<file path="src/rtl/ecc_syn_pkg.sv">
package ecc_syn_pkg;

  typedef enum logic [1:0] {
    ECC_CLEAN     = 2'd0,
    ECC_CODE_FLIP = 2'd1,
    ECC_FIXED     = 2'd2,
    ECC_FATAL     = 2'd3
  } ecc_status_e;

endpackage

</file>
<file path="src/rtl/ecc_code_unpack.sv">
module ecc_code_unpack #(
  parameter int BYTE_W    = 8,
  parameter int NUM_BYTES = 3,
  parameter int CODE_W    = 22
) (
  input  logic [BYTE_W*NUM_BYTES-1:0] raw_i,
  output logic [CODE_W-1:0]           code_o,
  output logic                        pad_any_o
);
  localparam int RAW_W = BYTE_W * NUM_BYTES;

  logic [BYTE_W-1:0] byte_lane [NUM_BYTES];
  logic [RAW_W-1:0]  word;

  // byte k of the code lands at bit k*BYTE_W: least significant byte first
  for (genvar k = 0; k < NUM_BYTES; k++) begin : g_lane
    assign byte_lane[k]               = raw_i[k*BYTE_W +: BYTE_W];
    assign word[k*BYTE_W +: BYTE_W]   = byte_lane[k];
  end

  assign code_o = word[CODE_W-1:0];

  if (RAW_W > CODE_W) begin : g_pad
    assign pad_any_o = |word[RAW_W-1:CODE_W];
  end else begin : g_nopad
    assign pad_any_o = 1'b0;
  end
endmodule

</file>
<file path="src/rtl/ecc_syndrome_form.sv">
module ecc_syndrome_form #(
  parameter int HALF_W = 11
) (
  input  logic [2*HALF_W-1:0] calc_i,
  input  logic [2*HALF_W-1:0] stored_i,
  output logic [2*HALF_W-1:0] syn_o,
  output logic [HALF_W-1:0]   loc_o,
  output logic                pair_all_o,
  output logic                calc_zero_o,
  output logic                stored_zero_o
);
  localparam int CODE_W = 2 * HALF_W;

  // fold a code: parity half against its complement half
  function automatic logic [HALF_W-1:0] fold_halves(input logic [CODE_W-1:0] c);
    return c[HALF_W-1:0] ^ c[CODE_W-1:HALF_W];
  endfunction

  logic [HALF_W-1:0] calc_fold;
  logic [HALF_W-1:0] stored_fold;

  assign syn_o         = calc_i ^ stored_i;
  assign loc_o         = calc_i[HALF_W-1:0] ^ stored_i[HALF_W-1:0];
  assign calc_fold     = fold_halves(calc_i);
  assign stored_fold   = fold_halves(stored_i);
  assign pair_all_o    = &(calc_fold ^ stored_fold);
  assign calc_zero_o   = (calc_i == '0);
  assign stored_zero_o = (stored_i == '0);
endmodule

</file>
<file path="src/rtl/ecc_popcount.sv">
module ecc_popcount #(
  parameter int W     = 22,
  parameter int CNT_W = $clog2(W + 1)
) (
  input  logic [W-1:0]     bits_i,
  output logic [CNT_W-1:0] count_o
);
  logic [CNT_W-1:0] partial [W+1];

  assign partial[0] = '0;
  for (genvar g = 0; g < W; g++) begin : g_acc
    assign partial[g+1] = partial[g] + CNT_W'(bits_i[g]);
  end

  assign count_o = partial[W];
endmodule

</file>
<file path="src/rtl/ecc_syndrome_corrector.sv">
module ecc_syndrome_corrector #(
  parameter int BYTE_W    = 8,
  parameter int NUM_BYTES = 3,
  parameter int HALF_W    = 11
) (
  input  logic                          clk,
  input  logic                          rst_n,
  input  logic                          in_valid_i,
  input  logic [BYTE_W*NUM_BYTES-1:0]   calc_code_i,
  input  logic [BYTE_W*NUM_BYTES-1:0]   stored_code_i,
  output logic                          res_valid_o,
  output logic [1:0]                    status_o,
  output logic [HALF_W-$clog2(BYTE_W)-1:0] fail_byte_o,
  output logic [$clog2(BYTE_W)-1:0]     fail_bit_o
);
  import ecc_syn_pkg::*;

  localparam int CODE_W     = 2 * HALF_W;
  localparam int CNT_W      = $clog2(CODE_W + 1);
  localparam int BIT_IDX_W  = $clog2(BYTE_W);
  localparam int BYTE_IDX_W = HALF_W - BIT_IDX_W;

  logic [CODE_W-1:0] calc_code, stored_code;
  logic              calc_pad, stored_pad;
  logic [CODE_W-1:0] syn;
  logic [HALF_W-1:0] loc;
  logic              pair_all, calc_zero, stored_zero;
  logic [CNT_W-1:0]  syn_weight;

  ecc_code_unpack #(.BYTE_W(BYTE_W), .NUM_BYTES(NUM_BYTES), .CODE_W(CODE_W)) u_unpack_calc (
    .raw_i(calc_code_i), .code_o(calc_code), .pad_any_o(calc_pad)
  );

  ecc_code_unpack #(.BYTE_W(BYTE_W), .NUM_BYTES(NUM_BYTES), .CODE_W(CODE_W)) u_unpack_stored (
    .raw_i(stored_code_i), .code_o(stored_code), .pad_any_o(stored_pad)
  );

  ecc_syndrome_form #(.HALF_W(HALF_W)) u_form (
    .calc_i(calc_code), .stored_i(stored_code), .syn_o(syn), .loc_o(loc),
    .pair_all_o(pair_all), .calc_zero_o(calc_zero), .stored_zero_o(stored_zero)
  );

  ecc_popcount #(.W(CODE_W), .CNT_W(CNT_W)) u_pop (
    .bits_i(syn), .count_o(syn_weight)
  );

  // classification in priority order
  ecc_status_e status_d;
  always_comb begin
    if (calc_zero || stored_zero || (syn_weight == '0))
      status_d = ECC_CLEAN;
    else if (syn_weight == CNT_W'(1))
      status_d = ECC_CODE_FLIP;
    else if ((syn_weight == CNT_W'(HALF_W)) && pair_all)
      status_d = ECC_FIXED;
    else
      status_d = ECC_FATAL;
  end

  logic                  fix_now;
  logic [BYTE_IDX_W-1:0] byte_d;
  logic [BIT_IDX_W-1:0]  bit_d;
  assign fix_now = (status_d == ECC_FIXED);
  assign byte_d  = fix_now ? loc[HALF_W-1:BIT_IDX_W] : '0;
  assign bit_d   = fix_now ? loc[BIT_IDX_W-1:0]      : '0;

  ecc_status_e           status_q;
  logic                  valid_q;
  logic [BYTE_IDX_W-1:0] byte_q;
  logic [BIT_IDX_W-1:0]  bit_q;

  always_ff @(posedge clk or negedge rst_n) begin
    if (!rst_n) begin
      valid_q  <= 1'b0;
      status_q <= ECC_CLEAN;
      byte_q   <= '0;
      bit_q    <= '0;
    end else begin
      valid_q <= in_valid_i;
      if (in_valid_i) begin
        status_q <= status_d;
        byte_q   <= byte_d;
        bit_q    <= bit_d;
      end
    end
  end

  assign res_valid_o = valid_q;
  assign status_o    = status_q;
  assign fail_byte_o = byte_q;
  assign fail_bit_o  = bit_q;

  AST_RESULT_AFTER_STROBE: assert property (@(posedge clk) disable iff (!rst_n)
    in_valid_i |=> res_valid_o);
  AST_NO_SPURIOUS_RESULT: assert property (@(posedge clk) disable iff (!rst_n)
    res_valid_o |-> $past(in_valid_i));
  AST_IDX_QUIET: assert property (@(posedge clk) disable iff (!rst_n)
    (status_o != ECC_FIXED) |-> (fail_byte_o == '0 && fail_bit_o == '0));
  AST_ZERO_CODE_CLEAN: assert property (@(posedge clk) disable iff (!rst_n)
    (in_valid_i && (calc_zero || stored_zero)) |=> status_o == ECC_CLEAN);
  AST_PAD_IGNORED: assert property (@(posedge clk) disable iff (!rst_n)
    (in_valid_i && (calc_pad || stored_pad) && calc_zero) |=> status_o == ECC_CLEAN);
  AST_SINGLE_FLIP: assert property (@(posedge clk) disable iff (!rst_n)
    (in_valid_i && !calc_zero && !stored_zero && $countones(syn) == 1)
      |=> status_o == ECC_CODE_FLIP);
  AST_PAIRS_REPAIR: assert property (@(posedge clk) disable iff (!rst_n)
    (in_valid_i && !calc_zero && !stored_zero && pair_all)
      |=> (status_o == ECC_FIXED && {fail_byte_o, fail_bit_o} == $past(loc)));
  AST_HOLD_IDLE: assert property (@(posedge clk) disable iff (!rst_n)
    !in_valid_i |=> ($stable(status_o) && $stable(fail_byte_o) && $stable(fail_bit_o)));
endmodule

</file>
<file path="config.mk">
export PLATFORM = sky130hd
export DESIGN_NAME = ecc_syndrome_corrector
export DESIGN_NICKNAME = d
export VERILOG_FILES = /design/src/rtl/ecc_syn_pkg.sv /design/src/rtl/ecc_code_unpack.sv /design/src/rtl/ecc_syndrome_form.sv /design/src/rtl/ecc_popcount.sv /design/src/rtl/ecc_syndrome_corrector.sv
export SDC_FILE = /design/constraint.sdc
export NUM_CORES = 1
export LEC_CHECK = 0
export BUFFER_PORTS_ARGS = -buffer_cell sky130_fd_sc_hd__clkbuf_2
export CORE_ASPECT_RATIO = 0.75
export CORE_MARGIN = 5
export CORE_UTILIZATION = 40
export DETAILED_ROUTE_END_ITERATION = 10
export GPL_ROUTABILITY_DRIVEN = 0
export PLACE_DENSITY = 0.76
export SYNTH_ARGS = -nofsm -noshare
export SYNTH_HDL_FRONTEND = slang
export SYNTH_HIERARCHICAL = 1
export SYNTH_SLANG_ARGS = --single-unit
</file>
<file path="constraint.sdc">
create_clock -name clk -period 1.3 [get_ports clk]
set_input_delay 0.39 -clock clk [delete_from_list [all_inputs] [get_ports clk]]
set_output_delay 0.39 -clock clk [all_outputs]
set_load 0.005 [all_outputs]
</file>
Yosys cells after proc, flatten, opt, wreduce, memory -nomap -nowiden
Index checks and enable logic that the tools add are counted.
- add/sub/neg operators: 21
- eq/ne operators: 3
- mux-type cells: 5
- bitwise gates (word level): 5
- reduce and logical (&&, ||, !) cells: 7
- operators by type and width (cell ; count):
    $add 5x1->5 ; 20
    $logic_not 22->1 ; 2
    $xor 11x11->11 ; 4
    $xor 22x22->22 ; 1
    $reduce_and 11->1 ; 1
    $mux 8 ; 1
    $eq 5x1->1 const B ; 1
    $eq 5x4->1 const B ; 1
    $logic_not 5->1 ; 1
    $mux 2 ; 2
    $mux 3 ; 1
    $add 1x1->2 ; 1
    $eq 2x2->1 const B ; 1
    $logic_or 1x1->1 ; 2
    $logic_and 1x1->1 ; 1
    $mux 1 ; 1
- register bits: 14
- input port bits: 51
- output and inout bits: 14
- word-level logic and storage cells: 45

Longest topological paths before layout
Gate-level depths: netlist of run 1.
- word-level depth: 29
- depth in mapped cells: 21
- mapped depth without buffers: 19

Hierarchy
Netlist of run 1, hierarchy kept.
- modules (own cells, without submodules) (module ; times used ; cells each ; area each (µm²)):
    ecc_syndrome_corrector ; 1 ; 47 ; 584.3
    ecc_popcount ; 1 ; 64 ; 570.5
    ecc_syndrome_form ; 1 ; 62 ; 489.2
    ecc_code_unpack ; 2 ; 23 ; 171.4

Worst setup path before layout of run 1
No wires, ideal clock.
- path kind: in2reg
- from: input calc_code_i[0]
- to: register status_q[1], in the netlist status_o[1]
- library setup time: 121 ps
- data arrival time: 4893 ps
- required time: 1179 ps
- slack: -3714 ps
- cell stages on the path: 18
- path through: buf_4 -> xor2_1 -> buf_4 -> inv_1 -> fa_1 -> fa_1 -> inv_1 -> fa_1 -> fa_1 -> inv_1 -> fa_1 -> inv_1 -> ha_1 -> a21o_1 -> a21oi_2 -> xnor2_1 -> or4_4 -> a22o_1
- longest elaborated chain between the ends: 25
- elaborated cells on any way between the ends: 29
- those cells by class: 21 x add/sub; 1 x eq/ne; 2 x mux; 1 x bitwise; 4 x reduce/logical
- RTL lines (item ; RTL line ; text):
    start, declared ; ecc_syndrome_corrector.sv:9 ; input logic [BYTE_W*NUM_BYTES-1:0] calc_code_i,
    $xor 22x22->22 (*) ; ecc_syndrome_form.sv:22 ; assign syn_o = calc_i ^ stored_i;
    named net syn[0] ; ecc_syndrome_corrector.sv:25 ; logic [CODE_W-1:0] syn;
    $add 1x1->2 (*) ; ecc_popcount.sv:12 ; assign partial[g+1] = partial[g] + CNT_W'(bits_i[g]);
    $add 5x1->5 (*) (20 in series) ; ecc_popcount.sv:12 ;
    named net syn_weight[3] ; ecc_syndrome_corrector.sv:28 ; logic [CNT_W-1:0] syn_weight;
    $eq 5x1->1 or $logic_not 5->1 (tied branches) ; ecc_syndrome_corrector.sv:52, ecc_syndrome_corrector.sv:50 ;
    $mux 2 or $logic_or 1x1->1 (tied branches) ; ecc_syndrome_corrector.sv:52, ecc_syndrome_corrector.sv:50 ;
    $mux 2 (*) ; ecc_syndrome_corrector.sv:50 ; if (calc_zero || stored_zero || (syn_weight == '0))
    end signal, assigned ; ecc_syndrome_corrector.sv:81 ; status_q <= status_d;
    end, declared ; ecc_syndrome_corrector.sv:67 ; ecc_status_e status_q;
Mark *: on every way through the listed nets, which the timed path passes. The rest lies on a longest branch.
A chain may end at the register's enable or synchronous reset.

Worst setup path in the final report of run 1
- from: input stored_code_i[15]
- to: register byte_q[6], in the netlist fail_byte_o[6]
- longest elaborated chain between the ends: 15
- elaborated cells on any way between the ends: 23
- those cells by class: 7 x add/sub; 3 x eq/ne; 4 x mux; 3 x bitwise; 6 x reduce/logical
- RTL lines (item ; RTL line ; text):
    start, declared ; ecc_syndrome_corrector.sv:10 ; input logic [BYTE_W*NUM_BYTES-1:0] stored_code_i,
    $xor 22x22->22 (*) ; ecc_syndrome_form.sv:22 ;
    named net syn[15] ; ecc_syndrome_corrector.sv:25 ;
    $add 5x1->5 (*) (7 in series) ; ecc_popcount.sv:12 ;
    named net syn_weight[4] ; ecc_syndrome_corrector.sv:28 ;
    $eq 5x4->1 ; ecc_syndrome_corrector.sv:54 ; else if ((syn_weight == CNT_W'(HALF_W)) && pair_all)
    $logic_and 1x1->1 ; ecc_syndrome_corrector.sv:54 ;
    $mux 1 ; ecc_syndrome_corrector.sv:54 ;
    $mux 2 ; ecc_syndrome_corrector.sv:52 ; else if (syn_weight == CNT_W'(1))
    $mux 2 (*) ; ecc_syndrome_corrector.sv:50 ;
    $eq 2x2->1 (*) ; ecc_syndrome_corrector.sv:63 ; assign fix_now = (status_d == ECC_FIXED);
    $mux 8 (*) ; ecc_syndrome_corrector.sv:64 ; assign byte_d = fix_now ? loc[HALF_W-1:BIT_IDX_W] : '0;
    end signal, assigned ; ecc_syndrome_corrector.sv:82 ; byte_q <= byte_d;
    end, declared ; ecc_syndrome_corrector.sv:69 ; logic [BYTE_IDX_W-1:0] byte_q;
Marks and branches as above.

==> results of run 1 <==
==> critical path, stage by stage <==
cell       delay (ps)
buf_8             110
xor2_4            170
inv_2              60
fa_1              550
inv_2              40
fa_1              470
inv_1              50
fa_1              480
fa_2              570
fa_1              410
inv_1              70
ha_2              170
inv_2              40
fa_2              360
nor2b_1           120
o21ai_1            60
nand2b_1           90
and4bb_2          250
nand4_1           140
buf_6             160
o2bb2ai_1          60
==> routing by layer <==
metal  vias to the layer above  global-route usage (%)  routed length [um]
li1                        746                       -                   -
met1                       703                    20.4                2060
met2                        56                    24.2                2120
met3                         7                    2.66                 290
met4                         0                    4.07                  61
met5                         -                       0                   0
==> metrics by stage <==
| step | power [mW] | area [um^2] |
|---|---|---|
| 2_1_floorplan | 3.53 | 2100 |
| 3_3_place_gp | 4.61 | 2410 |
| 3_5_place_dp | 4.89 | 2410 |
| 4_1_cts | 5.39 | 2530 |
| 5_1_grt | 5.97 | 2570 |
| 6_report | 5.34 | 2570 |
==> placed cells by master (no fill, tap or decap), types with 2 or more instances in the layout <==
cell type   n
nor4_1     10
ha_1        6
xor2_1     24
nand4_1     5
inv_2       7
or4_1       2
buf_6       4
buf_4      51
inv_1      40
xor2_2      7
o2bb2ai_2  10
dfrtp_1    14
fa_2        3
o2bb2ai_1   2
fa_1       12
xor2_4      2
clkbuf_8    4
clkbuf_2   56
==> path summary, 6_finish.rpt <==
| kind | endpoint | slack [ps] | depth (start not counted) |
|---|---|---|---|
| max | fail_byte_o[6] | -3400 | 21 |
| min | fail_bit_o[2] | 40 | 1 |
| max reg2reg | status_o[1] | 580 | 1 |
| min reg2reg | fail_byte_o[6] | 490 | 1 |
| max in group asynchronous | status_o[0] | 1010 | 1 |
| min in group clk | res_valid_o | 300 | 1 |
==> area by class of cell <==
cell class	count	area (um^2)
fill	445	2280
tap	60	75.1
multi-input combinational	99	1190
clock buffer	4	55.1
sequential	14	350
timing repair buffer	112	723
inverter	47	176
==> what timing repair did <==
| item | in CTS | in global routing |
|---|---|---|
| setup endpoints to repair | 13 | 13 |
| pin swaps | 14 | 7 |
| endpoints found under the hold margin | 0 | 0 |
| buffers inserted | 2 | 0 |
| gates resized for setup | 9 | 13 |
==> where the power goes <==
| part | total [mW] | internal (mW) | switching [mW] | leakage (nW) |
|---|---|---|---|---|
| Sequential | 0.491 | 0.472 | 0.0183 | 0.187 |
| Clock | 0.419 | 0.268 | 0.151 | 0.0288 |
| Combinational | 4.43 | 2.37 | 2.06 | 1.17 |
| Total | 5.34 | 3.11 | 2.22 | 1.39 |
==> state kept, by name, indices dropped and copies added (netlist names) <==
| name | cells |
|---|---|
| fail_byte_o | 8 |
| fail_bit_o | 3 |
| status_o | 2 |
| res_valid_o | 1 |
==> results.py, run 1 <==
metrics = {
    "global_route": {
        "grt_max_degree": 15,
        "grt_pass1_wl_um": 7760,
        "grt_pass1_vias": 1709,
        "grt_usage_pct": 14.9,
        "gr-total-overflow": 0,
        "antenna_found_initial": 0,
    },
    "route": {
        "first_pass_iters": 4,
        "ant_nets": 0,
        "routed_wl_um": 4530,
        "drt-initial-drc-count": 37,
        "drc": 0,
        "vias": 1512,
        "via_per_inst": 4.50,
        "post_drt_wl_per_cell_um": 13.5,
    },
    "cts": {
        "holdBufCountCts": 0,
        "cts_tree": "yes",
        "cts.htree.levels": 1,
        "clk_path_buf_depth": 2,
        "clock_sinks": 14,
        "cts_buffers": 3,
        "clkTransAtPathRegs_ps": 60,
        "cts_root_buf": "clkbuf_8",
        "insertion_delay_ps": 240,
    },
    "sta": {
        "setup_viol": 13,
        "relSlewSlack_pct": 60.7,
        "tightest_slew_ps": 589,
        "rsz0062_at_grt": "yes",
        "fin_setup_tns_ps": -44050,
        "fin_hold_ws_ps": 38.6,
        "finalWorstSetupSlack_ps": -3400,
        "fin_crit_ps": 4700,
        "period_share_pct": 362,
        "timing.fmax_mhz": 213,
        "hold_viol_final": 0,
        "finClkSkew_ps": 0,
        "drv_slew": 0,
    },
    "final_layout": {
        "diodes": 0,
        "fin_cells": 336,
        "final_nets": 350,
        "syn2layout_area_growth_pct": 30.0,
        "final_util_pct": 53.0,
        "drive_gt1_share_pct": 55.4,
    },
    "floorplanning": {
        "dieWidth_um": 91.1,
        "start_util_pct": 40.8,
        "core.rowCount": 22,
        "coreArea_mm2": 0.00484,
        "die_area_mm2": 0.00646,
        "io_pins": 65,
        "die_y_um": 70.8,
    },
    "logic_synthesis": {
        "synth_nets": 290,
        "avgSynthCellArea_um2": 9.10,
        "yosys_warnings": 6,
        "synth.cell_area_mm2": 0.00197,
        "syn_inst": 217,
    },
    "pwr": {
        "p_leak_nw": 1.39,
        "irDropWorstVdd_mv": 2.10,
        "p_per_area_mw_per_mm2": 2080,
    },
    "place": {
        "pre_cts_ws_ps": -3830,
        "port_buffers": 60,
        "dp_cells": 330,
        "place_hpwl_um": 4150,
    },
    "run": {
        "cap_violations": 0,
    },
    "setup_path": {
        "cp.arrival_ps": 4830,
        "startpoint": "stored_code_i[15]",
        "cp_max_fo": 6,
        "r2r-start": "status_o[1]",
        "critPathKind": "primary input to flip-flop",
        "worstSetupStartpointType": "primary input",
        "required_ps": 1430,
        "end_kind": "flip-flop",
    },
    "hold_path": {
        "min_path_type": "primary input to async pin",
    },
    "outcome": {
        "failed_checks": "negative setup slack",
        "status": "finished with violations",
    },
}
Note: power is estimated with default switching activity, not from simulation.
==> run 2: changes to the inputs <==
--- a/config.mk
+++ b/config.mk
@@ -11,8 +11,7 @@
 export CORE_UTILIZATION = 40
 export DETAILED_ROUTE_END_ITERATION = 10
 export GPL_ROUTABILITY_DRIVEN = 0
-export PLACE_DENSITY = 0.76
+export PLACE_DENSITY = 0.79
 export SYNTH_ARGS = -nofsm -noshare
 export SYNTH_HDL_FRONTEND = slang
-export SYNTH_HIERARCHICAL = 1
 export SYNTH_SLANG_ARGS = --single-unit
==> results.py, run 2 <==
metrics = {
    "floorplanning": {
        "die_area_mm2": 0.00518,
        "start_util_pct": 41.5,
        "coreArea_mm2": 0.00368,
        "die_y_um": 63.6,
        "dieWidth_um": 81.4,
        "io_pins": 65,
        "core.rowCount": 19,
    },
    "setup_path": {
        "end_kind": "flip-flop",
        "path_cells": "buf_8 > xnor2_4 > fa_1 > fa_1 > fa_1 > fa_1 > fa_1 > fa_2 > fa_2 > nor2_2 > mux2_4 > nor4b_4 > nand4_1 > buf_6 > o21ai_1",
        "cp.arrival_ps": 5040,
        "crit_top_cell": "fa_1",
        "cp_max_fo": 8,
        "cp_slowest_cell": "fa_1",
        "slowest_delay_ps": 580,
        "required_ps": 1460,
        "critPathKind": "primary input to flip-flop",
        "worstSetupStartpointType": "primary input",
    },
    "sta": {
        "drv_slew": 0,
        "fin_crit_ps": 4880,
        "relSlewSlack_pct": 72.2,
        "hold_viol_final": 0,
        "timing.fmax_mhz": 205,
        "finClkSkew_ps": 0,
        "rsz0062_at_grt": "yes",
        "finalWorstSetupSlack_ps": -3580,
        "tightest_slew_ps": 413,
        "setup_viol": 13,
        "period_share_pct": 376,
    },
    "logic_synthesis": {
        "synth_seq_cells": 14,
        "ys_top_cells_by_area": "dfrtp_1 (23%), fa_1 (20%), xnor2_1 (15%)",
        "synthTopCellsByCount": "xnor2_1 (26), inv_1 (16), fa_1 (15)",
        "ys_async_sr_fraction_pct": 100,
        "synth.cell_area_mm2": 0.00153,
        "post-synth-top-count-cell": "xnor2_1",
        "synth.distinct_cells": 32,
        "synth_nets": 228,
        "syn_inst": 155,
        "synth_top_area_share_pct": 22.9,
        "yosys_warnings": 0,
        "avgSynthCellArea_um2": 9.87,
        "ys_seq_area_share_pct": 22.9,
        "synthFlopType": "dfrtp_1",
        "yosys.area.top_type": "dfrtp_1",
        "synth-edff-count": 0,
    },
    "route": {
        "routed_wl_um": 5260,
        "ant_nets": 0,
        "drc": 0,
        "drt-initial-drc-count": 93,
        "first_pass_iters": 4,
        "via_per_inst": 5.13,
        "vias": 1643,
        "post_drt_wl_per_cell_um": 16.4,
    },
    "final_layout": {
        "multiInputGateArea_mm2": 0.00131,
        "largest_reg_flops": 8,
        "final_cell_mix": "clkbuf_2 (54), buf_4 (51), xnor2_1 (17), inv_1 (16), dfrtp_1 (14)",
        "final-seq-area_um2": 350,
        "final_nets": 343,
        "final_util_pct": 70.7,
        "fill_cells": 266,
        "syn2layout_area_growth_pct": 70.2,
        "final_common_cell": "clkbuf_2",
        "diodes": 0,
        "drive_gt1_share_pct": 53.7,
    },
    "cts": {
        "cts_buffers": 3,
        "holdBufCountCts": 0,
        "insertion_delay_ps": 240,
        "cts_root_buf": "clkbuf_8",
        "cts.htree.levels": 1,
        "cts_tree": "yes",
        "clock_sinks": 14,
        "clk_path_buf_depth": 2,
        "clkTransAtPathRegs_ps": 50,
    },
    "pwr": {
        "irDropWorstVdd_mv": 1.67,
        "p_leak_nw": 1.26,
        "p_per_area_mw_per_mm2": 2570,
    },
    "outcome": {
        "status": "finished with violations",
        "failed_checks": "negative setup slack",
    },
    "global_route": {
        "grt_pass1_wl_um": 7780,
        "grt_max_degree": 15,
        "grt_pass1_vias": 1711,
        "antenna_found_initial": 0,
        "grt_usage_pct": 19.8,
        "gr-total-overflow": 0,
    },
    "place": {
        "pre_cts_ws_ps": -3800,
        "place_hpwl_um": 4250,
        "port_buffers": 60,
    },
    "run": {
        "cap_violations": 0,
    },
    "hold_path": {
        "min_path_type": "primary input to async pin",
    },
}
[run 2: changes by cell type in the layout (fill, tap and decap cells not counted), moves of 3 or more]
cell / delta
inv_2: -7
xor2_2: -7
o21ai_1: +5
xor2_1: -17
nand2_1: +10
inv_1: -24
nand4b_1: +9
xnor2_1: +16
o2bb2ai_2: -9
xnor2_4: +6
o21ai_2: +3
[run 2: path summary, 6_finish.rpt]
kind / from / endpoint / slack [ps] / depth (start not counted)
max: calc_code_i[15] / fail_byte_o[4] / -3580 / 15
min in group clk: in_valid_i / res_valid_o / 270 / 1
max reg2reg: status_o[1] / status_o[1] / 570 / 1
min: rst_n / status_o[1] / 40 / 1
min reg2reg: fail_byte_o[2] / fail_byte_o[2] / 490 / 1
max in group asynchronous: rst_n / fail_bit_o[2] / 1010 / 1
[run 2: repair_timing]
item,4_1_cts,5_1_grt
setup endpoints to repair,13,13
pin swaps,8,5
resized for setup,16,26
setup buffers,1,1
[run 2: final cells by class]
| class | instances | share of cell area [%] |
|---|---|---|
| Clock buffer | 3 | 1.59 |
| Tap cell | 52 | 2.50 |
| Timing Repair Buffer | 115 | 29.8 |
| Inverter | 16 | 2.31 |
| Sequential cell | 14 | 13.4 |
| Multi-Input combinational cell | 120 | 50.3 |
[run 2: through the flow]
stage / area [um^2] / hold WS, ps / total power, mW / TNS (ps) / instances
2_1_floorplan: 1670 / 94.4 / 3.61 / -42830 / 155
3_3_place_gp: 2390 / 299 / 4.92 / -47380 / 315
5_1_grt: 2610 / 67.2 / 7.21 / -46590 / 320
4_1_cts: 2510 / 44.6 / 5.91 / -44120 / 319
3_5_place_dp: 2390 / 302 / 5.15 / -48280 / 315
6_report: 2610 / 38.5 / 6.70 / -45470 / 320
[run 2: kinds of logic (layout without fill, tap and decap cells)]
family,count (synthesis),in the layout,synth area share (%)
and+or+nand+nor,46,46,19.3
xor gates and xnor gates,33,33,18.9
adders and majority gates,22,22,25.3
buffers and inverters,21,134,5.31
AOI/OAI and AO/OA,18,18,7.52
DFF,14,14,22.9
muxes,1,1,0.736
[run 2: worst max-delay path, delay by kind of cell]
family	cells	cell delay, ps
adders and majority gates	7	3200
and+or+nand+nor	3	580
buffers and inverters	2	340
muxes	1	190
AOI/OAI and AO/OA	1	180
xor gates and xnor gates	1	140
[run 2: report_power, final]
part | switching (mW) | internal (mW)
clock network | 0.142 | 0.205
registers | 0.0195 | 0.471
logic | 2.81 | 3.05
[run 2: layer usage]
layer	track usage [%]	vias up	part of all wire [%]	wire length, um
met5	0	-	0	0
met2	30.9	78	46	2430
met3	4.70	14	7.7	405
met4	6.75	0	2.7	142
li1	-	768	-	-
met1	26.5	783	43	2280
==> run 3: changes to the inputs <==
--- a/config.mk
+++ b/config.mk
@@ -6,7 +6,7 @@
 export NUM_CORES = 1
 export LEC_CHECK = 0
 export BUFFER_PORTS_ARGS = -buffer_cell sky130_fd_sc_hd__clkbuf_2
-export CORE_ASPECT_RATIO = 0.75
+export CORE_ASPECT_RATIO = 1.4
 export CORE_MARGIN = 5
 export CORE_UTILIZATION = 40
 export DETAILED_ROUTE_END_ITERATION = 10
==> results.py, run 3 (same netlist as run 2, synthesis figures left out) <==
metrics = {
    "sta": {
        "timing.fmax_mhz": 210,
        "drv_slew": 0,
        "finClkSkew_ps": 0,
        "hold_viol_final": 0,
        "rsz0062_at_grt": "yes",
        "period_share_pct": 367,
        "relSlewSlack_pct": 74.8,
        "setup_viol": 13,
        "tightest_slew_ps": 375,
        "finalWorstSetupSlack_ps": -3460,
        "fin_crit_ps": 4760,
    },
    "global_route": {
        "grt_max_degree": 15,
        "antenna_found_initial": 0,
        "gr-total-overflow": 0,
        "grt_pass1_wl_um": 8090,
        "grt_pass1_vias": 1761,
        "grt_usage_pct": 19.1,
    },
    "floorplanning": {
        "dieWidth_um": 62.3,
        "io_pins": 65,
        "core.rowCount": 26,
        "coreArea_mm2": 0.00368,
        "die_area_mm2": 0.00518,
        "die_y_um": 83.2,
        "start_util_pct": 41.6,
    },
    "final_layout": {
        "diodes": 0,
        "final_util_pct": 71.1,
        "fin_area_mm2": 0.00261,
        "largest_reg_flops": 8,
        "syn2layout_area_growth_pct": 70.7,
        "final_cell_mix": "buf_4 (53), clkbuf_2 (51), xnor2_1 (17), inv_1 (16), dfrtp_1 (14)",
        "final_common_cell": "buf_4",
        "final_nets": 341,
        "drive_gt1_share_pct": 53.9,
    },
    "setup_path": {
        "worstSetupStartpointType": "primary input",
        "cp_max_fo": 5,
        "critPathKind": "primary input to flip-flop",
        "cp.arrival_ps": 4890,
        "required_ps": 1430,
        "r2r_slack_ps": 580,
        "r2r-start": "status_o[0]",
        "end_kind": "flip-flop",
        "worstRegToRegCells": 1,
        "r2r_end": "status_o[0]",
    },
    "route": {
        "vias": 1583,
        "routed_wl_um": 4920,
        "post_drt_wl_per_cell_um": 15.9,
        "via_per_inst": 5.12,
        "drc": 0,
        "drt-initial-drc-count": 36,
        "ant_nets": 0,
        "first_pass_iters": 4,
    },
    "pwr": {
        "p_total_mw": 6.22,
        "p_per_area_mw_per_mm2": 2380,
        "p_leak_nw": 1.28,
        "irDropWorstVdd_mv": 2.84,
    },
    "cts": {
        "cts.htree.levels": 1,
        "cts_buffers": 3,
        "cts_root_buf": "clkbuf_8",
        "insertion_delay_ps": 240,
        "clk_path_buf_depth": 2,
        "clkTransAtPathRegs_ps": 60,
        "holdBufCountCts": 0,
        "clock_sinks": 14,
        "cts_tree": "yes",
    },
    "hold_path": {
        "min_path_type": "primary input to async pin",
    },
    "place": {
        "place_hpwl_um": 4230,
        "port_buffers": 60,
        "placed_cell_area_mm2": 0.00236,
    },
    "outcome": {
        "failed_checks": "negative setup slack",
        "status": "finished with violations",
    },
    "run": {
        "cap_violations": 0,
    },
}
==> run 3: worst max-delay path by stage <==
stage	end	cells past startpoint	slack, ps	start
floorplan	fail_bit_o[0]	14	-3330	stored_code_i[17]
global placement	fail_byte_o[3]	15	-3570	stored_code_i[5]
detailed placement	fail_byte_o[6]	15	-3720	stored_code_i[15]
CTS	fail_bit_o[1]	15	-3430	stored_code_i[17]
global route	fail_bit_o[1]	15	-3600	stored_code_i[17]
finish	fail_byte_o[7]	15	-3460	stored_code_i[17]
==> run 3: area by class of cell <==
type,instances,area [um^2]
flip-flops and latches,14,350
inverters,16,60.1
repair buffers,113,788
multi-input cells,120,1310
well taps,42,52.6
fillers,290,1060
clock buffers,4,55.1
==> run 3: report_power, final <==
group	switching [mW]	internal, mW
clock	0.146	0.268
sequential	0.0191	0.470
combinational	2.55	2.76
==> run 3: per-stage QoR <==
stage	instances	hold slack [ps]	setup WS [ps]	setup TNS (ps)
floorplan	155	94.4	-3330	-42830
global placement	301	294	-3570	-46130
detailed placement	301	301	-3720	-47740
CTS	306	45.1	-3430	-44050
global route	309	68.1	-3600	-46140
finish	309	36.3	-3460	-44550
==> run 3: critical path: stages <==
cell and delay (ps):
clkbuf_16 130, xnor2_4 130, fa_1 580, fa_1 450
fa_1 560, fa_1 420, fa_1 460, fa_2 370
fa_2 340, a21boi_2 160, mux2_4 290, nor4b_4 130
nand4_1 200, buf_4 180, o21ai_1 70
==> run 3: metal layers <==
layer	vias to the layer above	GRT usage (%)	part of all wire, %
met5	-	0	0
met4	0	10.2	4.0
met3	13	2.70	4.4
met2	58	36.8	57
met1	744	18.9	35
li1	768	-	-
==> run 3: what timing repair did <==
action,CTS,global route
endpoints found under the setup margin,13,13
pin swaps,2,5
resized for setup,18,32
buffers inserted,0,3
cloned,1,0
